## src/rtl/uarx_pkg.sv

```systemverilog
package uarx_pkg;
  typedef struct packed {
    logic       ferr;
    logic       bit9;
    logic [7:0] data;
  } rx_char_t;

  typedef enum logic [1:0] {
    ST_IDLE,
    ST_START,
    ST_DATA,
    ST_STOP
  } rx_state_e;
endpackage

```

## src/rtl/uarx_sync.sv

```systemverilog
module uarx_sync #(
  parameter int STAGES = 2
) (
  input  logic clk,
  input  logic rst_n,
  input  logic d_i,
  output logic q_o
);
  logic [STAGES-1:0] pipe_q;

  always_ff @(posedge clk or negedge rst_n) begin
    if (!rst_n) pipe_q <= '1;
    else        pipe_q <= {pipe_q[STAGES-2:0], d_i};
  end

  assign q_o = pipe_q[STAGES-1];
endmodule

```

## src/rtl/uarx_frame.sv

```systemverilog
module uarx_frame
  import uarx_pkg::*;
#(
  parameter int OSR = 16
) (
  input  logic     clk,
  input  logic     rst_n,
  input  logic     active_i,
  input  logic     nine_bit_i,
  input  logic     tick_i,
  input  logic     rxd_i,
  output logic     done_o,
  output rx_char_t char_o,
  output logic     idle_o
);
  localparam int CW  = $clog2(OSR);
  localparam int MID = OSR / 2;

  rx_state_e      state_q;
  logic [CW-1:0]  cnt_q;
  logic [3:0]     bitn_q;
  logic [8:0]     shreg_q;
  logic [1:0]     votes_q;
  logic           vote;
  logic           in_window;
  logic           vote_now;
  logic           bit_end;
  logic [3:0]     last_bit;

  assign vote      = (votes_q[1] & votes_q[0]) | (votes_q[1] & rxd_i) | (votes_q[0] & rxd_i);
  assign in_window = (cnt_q >= CW'(MID - 1)) && (cnt_q <= CW'(MID + 1));
  assign vote_now  = (cnt_q == CW'(MID + 1));
  assign bit_end   = (cnt_q == CW'(OSR - 1));
  assign last_bit  = nine_bit_i ? 4'd8 : 4'd7;

  always_ff @(posedge clk or negedge rst_n) begin
    if (!rst_n) begin
      state_q <= ST_IDLE;
      cnt_q   <= '0;
      bitn_q  <= '0;
      shreg_q <= '0;
      votes_q <= '0;
      done_o  <= 1'b0;
      char_o  <= '0;
    end else if (!active_i) begin
      state_q <= ST_IDLE;
      cnt_q   <= '0;
      done_o  <= 1'b0;
    end else begin
      done_o <= 1'b0;
      if (tick_i) begin
        if (in_window) votes_q <= {votes_q[0], rxd_i};
        case (state_q)
          ST_IDLE: begin
            if (!rxd_i) begin
              state_q <= ST_START;
              cnt_q   <= CW'(1);
            end
          end
          ST_START: begin
            cnt_q <= cnt_q + 1'b1;
            if (vote_now && vote) state_q <= ST_IDLE;
            else if (bit_end) begin
              cnt_q   <= '0;
              bitn_q  <= '0;
              state_q <= ST_DATA;
            end
          end
          ST_DATA: begin
            cnt_q <= cnt_q + 1'b1;
            if (vote_now) shreg_q <= {vote, shreg_q[8:1]};
            if (bit_end) begin
              cnt_q <= '0;
              if (bitn_q == last_bit) state_q <= ST_STOP;
              else                    bitn_q  <= bitn_q + 1'b1;
            end
          end
          default: begin
            cnt_q <= cnt_q + 1'b1;
            if (vote_now) begin
              done_o      <= 1'b1;
              char_o.ferr <= ~vote;
              char_o.data <= nine_bit_i ? shreg_q[7:0] : shreg_q[8:1];
              char_o.bit9 <= nine_bit_i & shreg_q[8];
              state_q     <= ST_IDLE;
            end
          end
        endcase
      end
    end
  end

  assign idle_o = (state_q == ST_IDLE);


  inactive_idle_chk: assert property (@(posedge clk) disable iff (!rst_n)
    !active_i |=> idle_o);
endmodule

```

## src/rtl/uarx_fifo.sv

```systemverilog
module uarx_fifo
  import uarx_pkg::*;
#(
  parameter int DEPTH = 2
) (
  input  logic            clk,
  input  logic            rst_n,
  input  logic            push_i,
  input  rx_char_t        push_data_i,
  input  logic            pop_i,
  output logic            full_o,
  output logic            valid_o,
  output logic [$clog2(DEPTH):0] count_o,
  output rx_char_t        head_o
);
  localparam int AW = $clog2(DEPTH);

  rx_char_t        mem_q [DEPTH];
  logic [AW-1:0]   wr_q, rd_q;
  logic [AW:0]     cnt_q;
  logic            do_push, do_pop;

  assign do_push = push_i && (cnt_q != (AW+1)'(DEPTH));
  assign do_pop  = pop_i && (cnt_q != '0);

  always_ff @(posedge clk or negedge rst_n) begin
    if (!rst_n) begin
      wr_q  <= '0;
      rd_q  <= '0;
      cnt_q <= '0;
      for (int i = 0; i < DEPTH; i++) mem_q[i] <= '0;
    end else begin
      if (do_push) begin
        mem_q[wr_q] <= push_data_i;
        wr_q <= (wr_q == AW'(DEPTH - 1)) ? '0 : wr_q + 1'b1;
      end
      if (do_pop) rd_q <= (rd_q == AW'(DEPTH - 1)) ? '0 : rd_q + 1'b1;
      case ({do_push, do_pop})
        2'b10:   cnt_q <= cnt_q + 1'b1;
        2'b01:   cnt_q <= cnt_q - 1'b1;
        default: cnt_q <= cnt_q;
      endcase
    end
  end

  assign full_o  = (cnt_q == (AW+1)'(DEPTH));
  assign valid_o = (cnt_q != '0);
  assign count_o = cnt_q;
  assign head_o  = mem_q[rd_q];


  no_overflow_chk: assert property (@(posedge clk) disable iff (!rst_n)
    cnt_q <= (AW+1)'(DEPTH));

  head_hold_chk: assert property (@(posedge clk) disable iff (!rst_n)
    (valid_o && !pop_i) |=> $stable(head_o));
endmodule

```

## src/rtl/uart_addr_rx.sv

```systemverilog
module uart_addr_rx
  import uarx_pkg::*;
#(
  parameter int OSR   = 16,
  parameter int DEPTH = 2
) (
  input  logic       clk,
  input  logic       rst_n,
  input  logic       rx_i,
  input  logic       baud_tick_i,
  input  logic       port_en_i,
  input  logic       sync_mode_i,
  input  logic       rx_en_i,
  input  logic       nine_bit_i,
  input  logic       addr_det_i,
  input  logic       rx_ie_i,
  output logic       out_valid_o,
  input  logic       out_ready_i,
  output logic [7:0] out_data_o,
  output logic       out_bit9_o,
  output logic       out_ferr_o,
  output logic       overrun_o,
  output logic       rx_idle_o,
  output logic       irq_o
);
  localparam int CNTW = $clog2(DEPTH) + 1;

  logic          rxd;
  logic          active;
  logic          done;
  rx_char_t      rx_char;
  rx_char_t      head;
  logic          accept;
  logic          push;
  logic          pop;
  logic          full;
  logic [CNTW-1:0] fifo_count;
  logic          overrun_q;

  assign active = port_en_i & ~sync_mode_i & rx_en_i;

  uarx_sync #(.STAGES(2)) i_sync (
    .clk(clk), .rst_n(rst_n), .d_i(rx_i), .q_o(rxd)
  );

  uarx_frame #(.OSR(OSR)) i_frame (
    .clk(clk), .rst_n(rst_n), .active_i(active), .nine_bit_i(nine_bit_i),
    .tick_i(baud_tick_i), .rxd_i(rxd), .done_o(done), .char_o(rx_char),
    .idle_o(rx_idle_o)
  );

  assign accept = done & (~(nine_bit_i & addr_det_i) | rx_char.bit9);
  assign push   = accept & ~overrun_q & ~full;
  assign pop    = out_valid_o & out_ready_i;

  uarx_fifo #(.DEPTH(DEPTH)) i_fifo (
    .clk(clk), .rst_n(rst_n), .push_i(push), .push_data_i(rx_char),
    .pop_i(pop), .full_o(full), .valid_o(out_valid_o), .count_o(fifo_count),
    .head_o(head)
  );

  always_ff @(posedge clk or negedge rst_n) begin
    if (!rst_n)             overrun_q <= 1'b0;
    else if (!rx_en_i)      overrun_q <= 1'b0;
    else if (accept && full) overrun_q <= 1'b1;
  end

  assign overrun_o  = overrun_q;
  assign out_data_o = head.data;
  assign out_bit9_o = head.bit9;
  assign out_ferr_o = head.ferr;
  assign irq_o      = out_valid_o & rx_ie_i;


  overrun_sticky_chk: assert property (@(posedge clk) disable iff (!rst_n)
    (overrun_o && rx_en_i) |=> overrun_o);

  overrun_clear_chk: assert property (@(posedge clk) disable iff (!rst_n)
    !rx_en_i |=> !overrun_o);

  overrun_freeze_chk: assert property (@(posedge clk) disable iff (!rst_n)
    (overrun_o && !pop) |=> $stable(fifo_count));
endmodule

```

## config.mk

```make
export PLATFORM = sky130hd
export DESIGN_NAME = uart_addr_rx
export DESIGN_NICKNAME = d
export VERILOG_FILES = /design/src/rtl/uarx_pkg.sv /design/src/rtl/uarx_sync.sv /design/src/rtl/uarx_frame.sv /design/src/rtl/uarx_fifo.sv /design/src/rtl/uart_addr_rx.sv
export SDC_FILE = /design/constraint.sdc
export NUM_CORES = 1
export LEC_CHECK = 0
export BUFFER_PORTS_ARGS = -buffer_cell sky130_fd_sc_hd__buf_2
export CORE_MARGIN = 5
export CORE_UTILIZATION = 40
export DETAILED_ROUTE_END_ITERATION = 7
export PLACE_DENSITY_LB_ADDON = 0.08
export SLEW_MARGIN = 30
export SYNTH_ARGS = -nofsm -noshare
export SYNTH_HDL_FRONTEND = slang
export SYNTH_HIERARCHICAL = 1
export SYNTH_SLANG_ARGS = --single-unit
```

## constraint.sdc

```tcl
create_clock -name clk -period 2.35 [get_ports clk]
set_input_delay 0.47 -clock clk [delete_from_list [all_inputs] [get_ports clk]]
set_output_delay 0.47 -clock clk [all_outputs]
set_load 0.03 [all_outputs]
```

Yosys cells after proc, flatten, opt, wreduce, memory -nomap -nowiden
Index checks and enable logic that the tools add are counted.
{"block": "word_totals", "regBits": 59, "latch_bits": 0, "mem_bits_rw": 0, "mem_bits_ro": 0, "inputBits": 11, "out_inout_bits": 14, "n_memories": 0}
{"block": "classes", "add_sub_neg": 6, "multipliers": 0, "div_mod_pow": 0, "magnitude_cmp": 5, "n_eq_ne": 20, "n_shift": 0, "n_mux": 37, "bitwise": 23, "reduce_logical": 17}
{"cell": "10-bit 2-to-1 mux", "count": 4}
{"cell": "4-bit 2-to-1 mux", "count": 10}
{"cell": "20-bit bitwise mux", "count": 1}
{"cell": "2-bit 2-to-1 mux", "count": 8}
{"cell": "1-bit AND", "count": 12}
{"cell": "4-bit case mux with 3 select lines", "count": 1}
{"cell": "10-bit demux with 1-bit select", "count": 1}
{"cell": "3-bit inequality test (second input constant)", "count": 3}
{"cell": "4-bit by 1-bit adder with 4-bit output (second input constant)", "count": 2}
{"cell": "4-bit equality test (second input constant)", "count": 2}
{"cell": "1-bit 2-to-1 mux", "count": 8}
{"cell": "8-bit 2-to-1 mux", "count": 1}
{"cell": "2-bit inequality test (second input constant)", "count": 4}
{"cell": "4-bit case mux with 2 select lines", "count": 1}
{"cell": "4-bit AND reduction", "count": 2}
{"cell": "7-bit AND reduction", "count": 1}
{"cell": "2-bit equality test (second input constant)", "count": 3}
{"cell": "1-bit logical AND", "count": 6}
{"cell": "2-bit by 1-bit inequality test with 1-bit output (second input constant)", "count": 3}
{"cell": "1-bit NOT", "count": 6}
{"cell": "2-bit case mux with 3 select lines", "count": 1}
{"cell": "6-bit AND reduction", "count": 1}
{"cell": "2-bit nonzero test", "count": 3}
{"cell": "5-bit inequality test (second input constant)", "count": 1}
{"cell": "17 further kinds", "count": 23}

Logic depth before layout (Yosys ltp)
{"block": "logic_depth", "word_depth": 9, "mapped_depth": 8}

Hierarchy
Netlist, hierarchy kept.
{"mod": "uarx_frame", "n_inst": 1, "cells_per_inst": 160, "area_each_um2": 1636.6, "seq_area_each_um2": 800.8}
{"mod": "uarx_fifo", "n_inst": 1, "cells_per_inst": 71, "area_each_um2": 1078.5, "seq_area_each_um2": 600.6}
{"mod": "uart_addr_rx", "n_inst": 1, "cells_per_inst": 10, "area_each_um2": 82.6, "seq_area_each_um2": 25.0}
{"mod": "uarx_sync", "n_inst": 1, "cells_per_inst": 2, "area_each_um2": 52.6, "seq_area_each_um2": 52.6}

Least setup slack after synthesis
Ideal clock, no wire load.
{"block": "synth_timing", "kind": "input -> register", "from": "input rx_en_i", "to": "register i_frame.bitn_q[2]", "setup_time_ns": 0.126, "arrival_time_ns": 1.707, "required_ns": 2.224, "path_slack_ns": 0.517, "stages": 7, "cell_sequence": "nand2_1 > nor2_1 > and2_1 > buf_2 > nand2_1 > o311a_1 > a311o_1"}
{"block": "synth_between", "elab_chain_len": 2}
{"element": "from (decl)", "line": "uart_addr_rx.sv:13", "source": "input logic rx_en_i,"}
{"element": "1-bit AND", "line": "uart_addr_rx.sv:40", "source": "assign active = port_en_i & ~sync_mode_i & rx_en_i;"}
{"element": "via active", "line": "uart_addr_rx.sv:29", "source": "logic active;"}
{"element": "7-bit AND reduction (no line)"}
{"element": "to (signal assigned)", "line": "uarx_frame.sv:75", "source": "else bitn_q <= bitn_q + 1'b1;"}
{"element": "to (decl)", "line": "uarx_frame.sv:21", "source": "logic [3:0] bitn_q;"}
The timed path passes the listed nets, and every way through them passes these cells.
A chain may end at the register's enable or synchronous reset.

Worst setup path in the final report
{"block": "layout_timing", "from": "register i_fifo.rd_q", "to": "output out_ferr_o"}
{"block": "layout_between", "elab_chain_len": 4}
{"element": "from (decl)", "line": "uarx_fifo.sv:19", "source": "logic [AW-1:0] wr_q, rd_q;"}
{"element": "from (signal assigned)", "line": "uarx_fifo.sv:37", "source": "if (do_pop) rd_q <= (rd_q == AW'(DEPTH - 1)) ? '0 : rd_q + 1'b1;"}
{"element": "1-bit NOT with 2-bit output (not written as such)", "line": "uarx_fifo.sv:49", "source": "assign head_o = mem_q[rd_q];"}
{"element": "10-bit 2-to-1 mux (not written as such) (3 in series)", "line": "uarx_fifo.sv:49"}
{"element": "to (decl)", "line": "uart_addr_rx.sv:21", "source": "output logic out_ferr_o,"}
No other way between the ends. The select of a mux whose other input is x is not followed.

==> results by stage <==
Run status:
- The flow ran to the end, and the final reports show no timing, DRC or antenna violations.

Placement:
- During placement, the flow inserted port buffers numbering 24.
- At the end of routability-driven placement, the weighted congestion stood at 0.812.
- The half-perimeter wire length after detailed placement is 3650 µm.
- The placed cell area is around 3100 µm².
- The number of instances in the placed design is between 300 and 400.

STA:
- Setup violations remaining at the end of the flow were counted as 0.
- Derived from the worst setup path, the maximum achievable clock frequency is 493 MHz.
- Setup repair after global routing left no endpoint under its margin.
- In the finished design, the share of the clock period the worst path needs comes to 0.863.
- The accumulated negative setup slack is 0 ns.
- For the pin with the worst max-slew slack, the measured transition is around 0.73 ns.
- The minimum clock period is just over 2 ns.
- For the final database, setup skew stands at about 0.0078 ns.
- The final count of hold timing violations is 0.
- The count of final max-slew check failures was 0.
- The worst slew margin relative to its limit is 0.515.

GRT:
- The number of global-route vias before repair is approximately 1800.
- The number of antenna violations at the first check in global routing is 0.
- The first-pass GRT wire length is between 8000 and 9000 µm.
- The largest net degree at the start of global routing is 32.
- After global routing the overflow that remains totals 0.
- In the global route stage, overall resource usage came out at 0.126.

Clock tree:
- After clock tree synthesis, the clock-pin slew on the worst setup and hold paths is ~0.07 ns.
- Clock latency on the worst-skew pair, taken at its later pin, is ~0.33 ns.
- The number of setup buffers added after CTS is 0.
- The clock sink count is 59.
- The TritonCTS clock tree is yes.
- In this run the deepest clock path goes through 2 buffers.
- The cell sitting at the root of the clock tree is a sky130_fd_sc_hd__clkbuf_8.
- The number of clock buffers added by TritonCTS is 9.
- The quantity of gates resized following cts is 0.
- The total number of H-tree levels is 3.
- The count of hold-fix buffers inserted at cts is 0.

Final layout:
- The net count of the finished layout is 289.
- The register cell area after layout is around 1500 µm².
- The synthesis-to-finish area growth is 17.0%.
- The repair_antennas step left the layout with diodes totalling 0.
- The multi-input logic area is ~1300 µm².
- The number of fill cells is between 600 and 700.
- Once layout is done, the placed cells without fillers occupy approximately 3300 µm².
- After the flow finishes, the layout carries non-filler instances totaling between 300 and 400.
- Of the cells placed in the final design, the portion with a size suffix greater than 1 is 0.317.

Worst setup path:
- On the worst path, the slowest cell contributes a delay of about 0.64 ns.
- Data arrives at the worst endpoint at around 1.6 ns.
- Among all stages on the critical path, the largest delay is contributed by sky130_fd_sc_hd__dfrtp_1.
- The kind of capture point of the worst setup path is a primary output.
- Along the worst path, the maximum fanout reaches 11.
- The critical path start-end classification is reg2out.
- Walking the worst path, the cells encountered are mux2_2, buf_2.
- The worst path buffer plus inverter count is 1.
- The worst endpoint required time is about 1.9 ns.
- The launching element type of the critical path is a register.
- The kind of cell adding the most delay to the critical path is flip-flops.

Yosys:
- Of all flip-flops after synthesis, the portion carrying an async set or reset was 1.00.
- The fraction of synthesized cell area taken by the top area cell type is 0.500.
- The distinct cell type count after synthesis is between 50 and 60.
- Ranked by total cell area, the synthesized netlist is headed by sky130_fd_sc_hd__dfrtp_1, sky130_fd_sc_hd__mux2_2, sky130_fd_sc_hd__mux2_1.
- Summed over all instances, the cell type with the most area after synthesis is sky130_fd_sc_hd__dfrtp_1.
- Synthesis produced a netlist whose cell count is around 240.
- After synthesis the cells add up to approximately 2900 µm².
- The Yosys step of the flow raised 6 warnings.
- The mean area per synthesized cell is between 10 and 15 µm².
- Among all flip-flop cells after synthesis, the most frequent one is sky130_fd_sc_hd__dfrtp_1.
- The number of flops mapped to enable cells by yosys is 0.
- Synthesis inferred 59 register bits.
- The sequential fraction of the synthesis area is 0.519.
- The synthesized netlist net count is ~260.

Power and ir drop:
- The total power consumption of the routed design is ~2.2 mW.
- For this design the ratio of total power to cell area is about 660 nW/µm².
- Of the total power, combinational logic draws 0.026.
- The clock share of power is 0.512.
- The internal power of the cells totals about 1.8 mW.
- The maximum ir drop on the vdd rail is about 310 µV.
- The net switching fraction of the power is 0.200.
- The cell leakage power is approximately 1.6 nW.
- The relative contribution of sequential cells to total power is 0.462.
- Summed over all nets, the switching power comes to between 0.4 and 0.5 mW.

Die:
- The die covers slightly below 9000 µm².
- The overall die height is between 90 and 100 µm.
- The floorplan has 30 rows.
- 25 I/O pins were placed.
- The placeable core region is roughly 6900 µm².
- The x dimension of the die is approximately 94 µm.
- For this configuration, the core starts out at a cell density of 0.415.

Drt:
- The final layout contains routed wiring with a total length of between 5000 and 6000 µm.
- For this run, design rule violations remaining after detail routing come to 0.
- In the routed layout, each cell is associated on average with a via count of ~5.0.
- The routed wire length per instance is approximately 14 µm.
- The detailed router's first-iteration violation count is 40.
- The remaining number of nets flagged by the antenna check after routing is 0.
- The length of the first detailed-routing pass in iterations is 4.
- The count of vias placed by the detailed router is 1882.

Worst hold path:
- The path class of the tightest hold or removal check is in2async.

Run:
- Across the run, the number of max-cap violations was 0.
cell type report:
| type | instances | area share |
|---|---|---|
| well taps | 96 | 0.0360 |
| clock inverters | 6 | 0.0334 |
| multi-input cells | 165 | 0.383 |
| repair buffers | 31 | 0.0555 |
| inverters | 7 | 0.00788 |
| clock buffers | 10 | 0.0413 |
| flip-flops and latches | 59 | 0.443 |
synth_stat cells, types with 2 or more instances:
library cell / n
sky130_fd_sc_hd__nor2_1: 7
sky130_fd_sc_hd__mux2_2: 30
sky130_fd_sc_hd__nand3_1: 7
sky130_fd_sc_hd__ha_1: 5
sky130_fd_sc_hd__inv_1: 4
sky130_fd_sc_hd__o21ai_1: 15
sky130_fd_sc_hd__dfrtp_1: 57
sky130_fd_sc_hd__o21ai_0: 2
sky130_fd_sc_hd__nor4_1: 2
sky130_fd_sc_hd__nand2_1: 26
sky130_fd_sc_hd__mux2i_1: 8
sky130_fd_sc_hd__nand4_1: 3
sky130_fd_sc_hd__mux2_1: 11
sky130_fd_sc_hd__xnor2_1: 3
sky130_fd_sc_hd__maj3_1: 2
sky130_fd_sc_hd__clkbuf_1: 5
sky130_fd_sc_hd__buf_2: 4
sky130_fd_sc_hd__and3b_1: 2
sky130_fd_sc_hd__and2_1: 4
sky130_fd_sc_hd__inv_2: 3
sky130_fd_sc_hd__a21oi_1: 5
sky130_fd_sc_hd__and3_1: 2
sky130_fd_sc_hd__a21boi_1: 2
sky130_fd_sc_hd__dfstp_2: 2
sky130_fd_sc_hd__o31ai_1: 2
sky130_fd_sc_hd__o211ai_1: 2
sky130_fd_sc_hd__a22o_1: 2
sky130_fd_sc_hd__xor2_1: 2
sky130_fd_sc_hd__buf_6: 2
power by group through the flow:
stage | registers, mW | clock network, mW | logic (mW)
floorplan | 1.04 | 0 | 0.0227
global placement | 1.04 | 0 | 0.0597
detailed placement | 1.04 | 0 | 0.0598
CTS | 1.02 | 1.17 | 0.0600
global route | 1.02 | 1.22 | 0.0666
finish | 1.02 | 1.14 | 0.0575
sequential cells by signal, summed over array words and instances, names as in the netlist:
name	flops
i_fifo/mem_q	20
i_frame/char_o	10
i_frame/shreg_q	9
i_frame/bitn_q	4
i_frame/cnt_q	4
i_fifo/count_o	2
i_frame/state_q	2
i_frame/votes_q	2
i_sync/pipe_q	2
i_fifo/rd_q	1
i_fifo/wr_q	1
i_frame/done_o	1
overrun_o	1
final timing paths:
check / from / end / slack [ns] / cells past startpoint
hold / removal: rst_n / i_fifo/count_o[1]$_DFFE_PN0P_ / 0.19 / 1
min in group clk: rx_i / i_sync/pipe_q[0]$_DFF_PN1_ / 0.23 / 1
hold reg to reg: i_sync/pipe_q[0]$_DFF_PN1_ / i_sync/pipe_q[1]$_DFF_PN1_ / 0.36 / 0
setup / recovery: i_fifo/rd_q$_DFFE_PN0P_ / out_ferr_o / 0.32 / 2
max in group asynchronous: rst_n / i_fifo/mem_q[3]$_DFFE_PN0P_ / 1.55 / 2
setup reg to reg: i_fifo/count_o[0]$_DFFE_PN0P_ / i_fifo/mem_q[19]$_DFFE_PN0P_ / 0.53 / 6
cell families after synthesis:
group	Yosys count	share of synthesized area
xor gates and xnor gates	5	0.0154
DFF	59	0.519
adders and majority gates	7	0.0290
AOI/OAI and AO/OA	38	0.0847
buffers and inverters	19	0.0334
muxes	49	0.190
and+or+nand+nor	66	0.129
placed cells by master, fill, tap and decap left out, types with 3 or more instances in the layout:
master,instances
sky130_fd_sc_hd__and2_1,4
sky130_fd_sc_hd__mux2_1,11
sky130_fd_sc_hd__nand2_1,26
sky130_fd_sc_hd__buf_2,24
sky130_fd_sc_hd__clkbuf_8,10
sky130_fd_sc_hd__nand3_1,7
sky130_fd_sc_hd__o21ai_1,15
sky130_fd_sc_hd__nor2_1,7
sky130_fd_sc_hd__dfrtp_1,57
sky130_fd_sc_hd__inv_1,4
sky130_fd_sc_hd__mux2_2,30
sky130_fd_sc_hd__a21oi_1,5
sky130_fd_sc_hd__inv_2,3
sky130_fd_sc_hd__bufinv_16,3
sky130_fd_sc_hd__nand4_1,3
sky130_fd_sc_hd__buf_4,6
sky130_fd_sc_hd__mux2i_1,8
sky130_fd_sc_hd__xnor2_1,3
sky130_fd_sc_hd__ha_1,5
per-stage QoR:
step / hold WS (ns) / util / setup slack, ns
floorplan: 0.174 / - / 0.517
global placement: 0.347 / 0.449 / 0.394
detailed placement: 0.349 / 0.449 / 0.384
CTS: 0.208 / 0.486 / 0.291
global route: 0.209 / 0.486 / 0.267
finish: 0.195 / 0.486 / 0.322
routing by layer:
| metal | GRT usage | up-vias | share of wire |
|---|---|---|---|
| met5 | 0 | - | 0 |
| met4 | 0.0529 | 0 | 0.013 |
| met3 | 0.0438 | 7 | 0.039 |
| met2 | 0.191 | 31 | 0.46 |
| met1 | 0.165 | 914 | 0.49 |
| li1 | - | 930 | - |
Power figures use the tool's default switching activity.
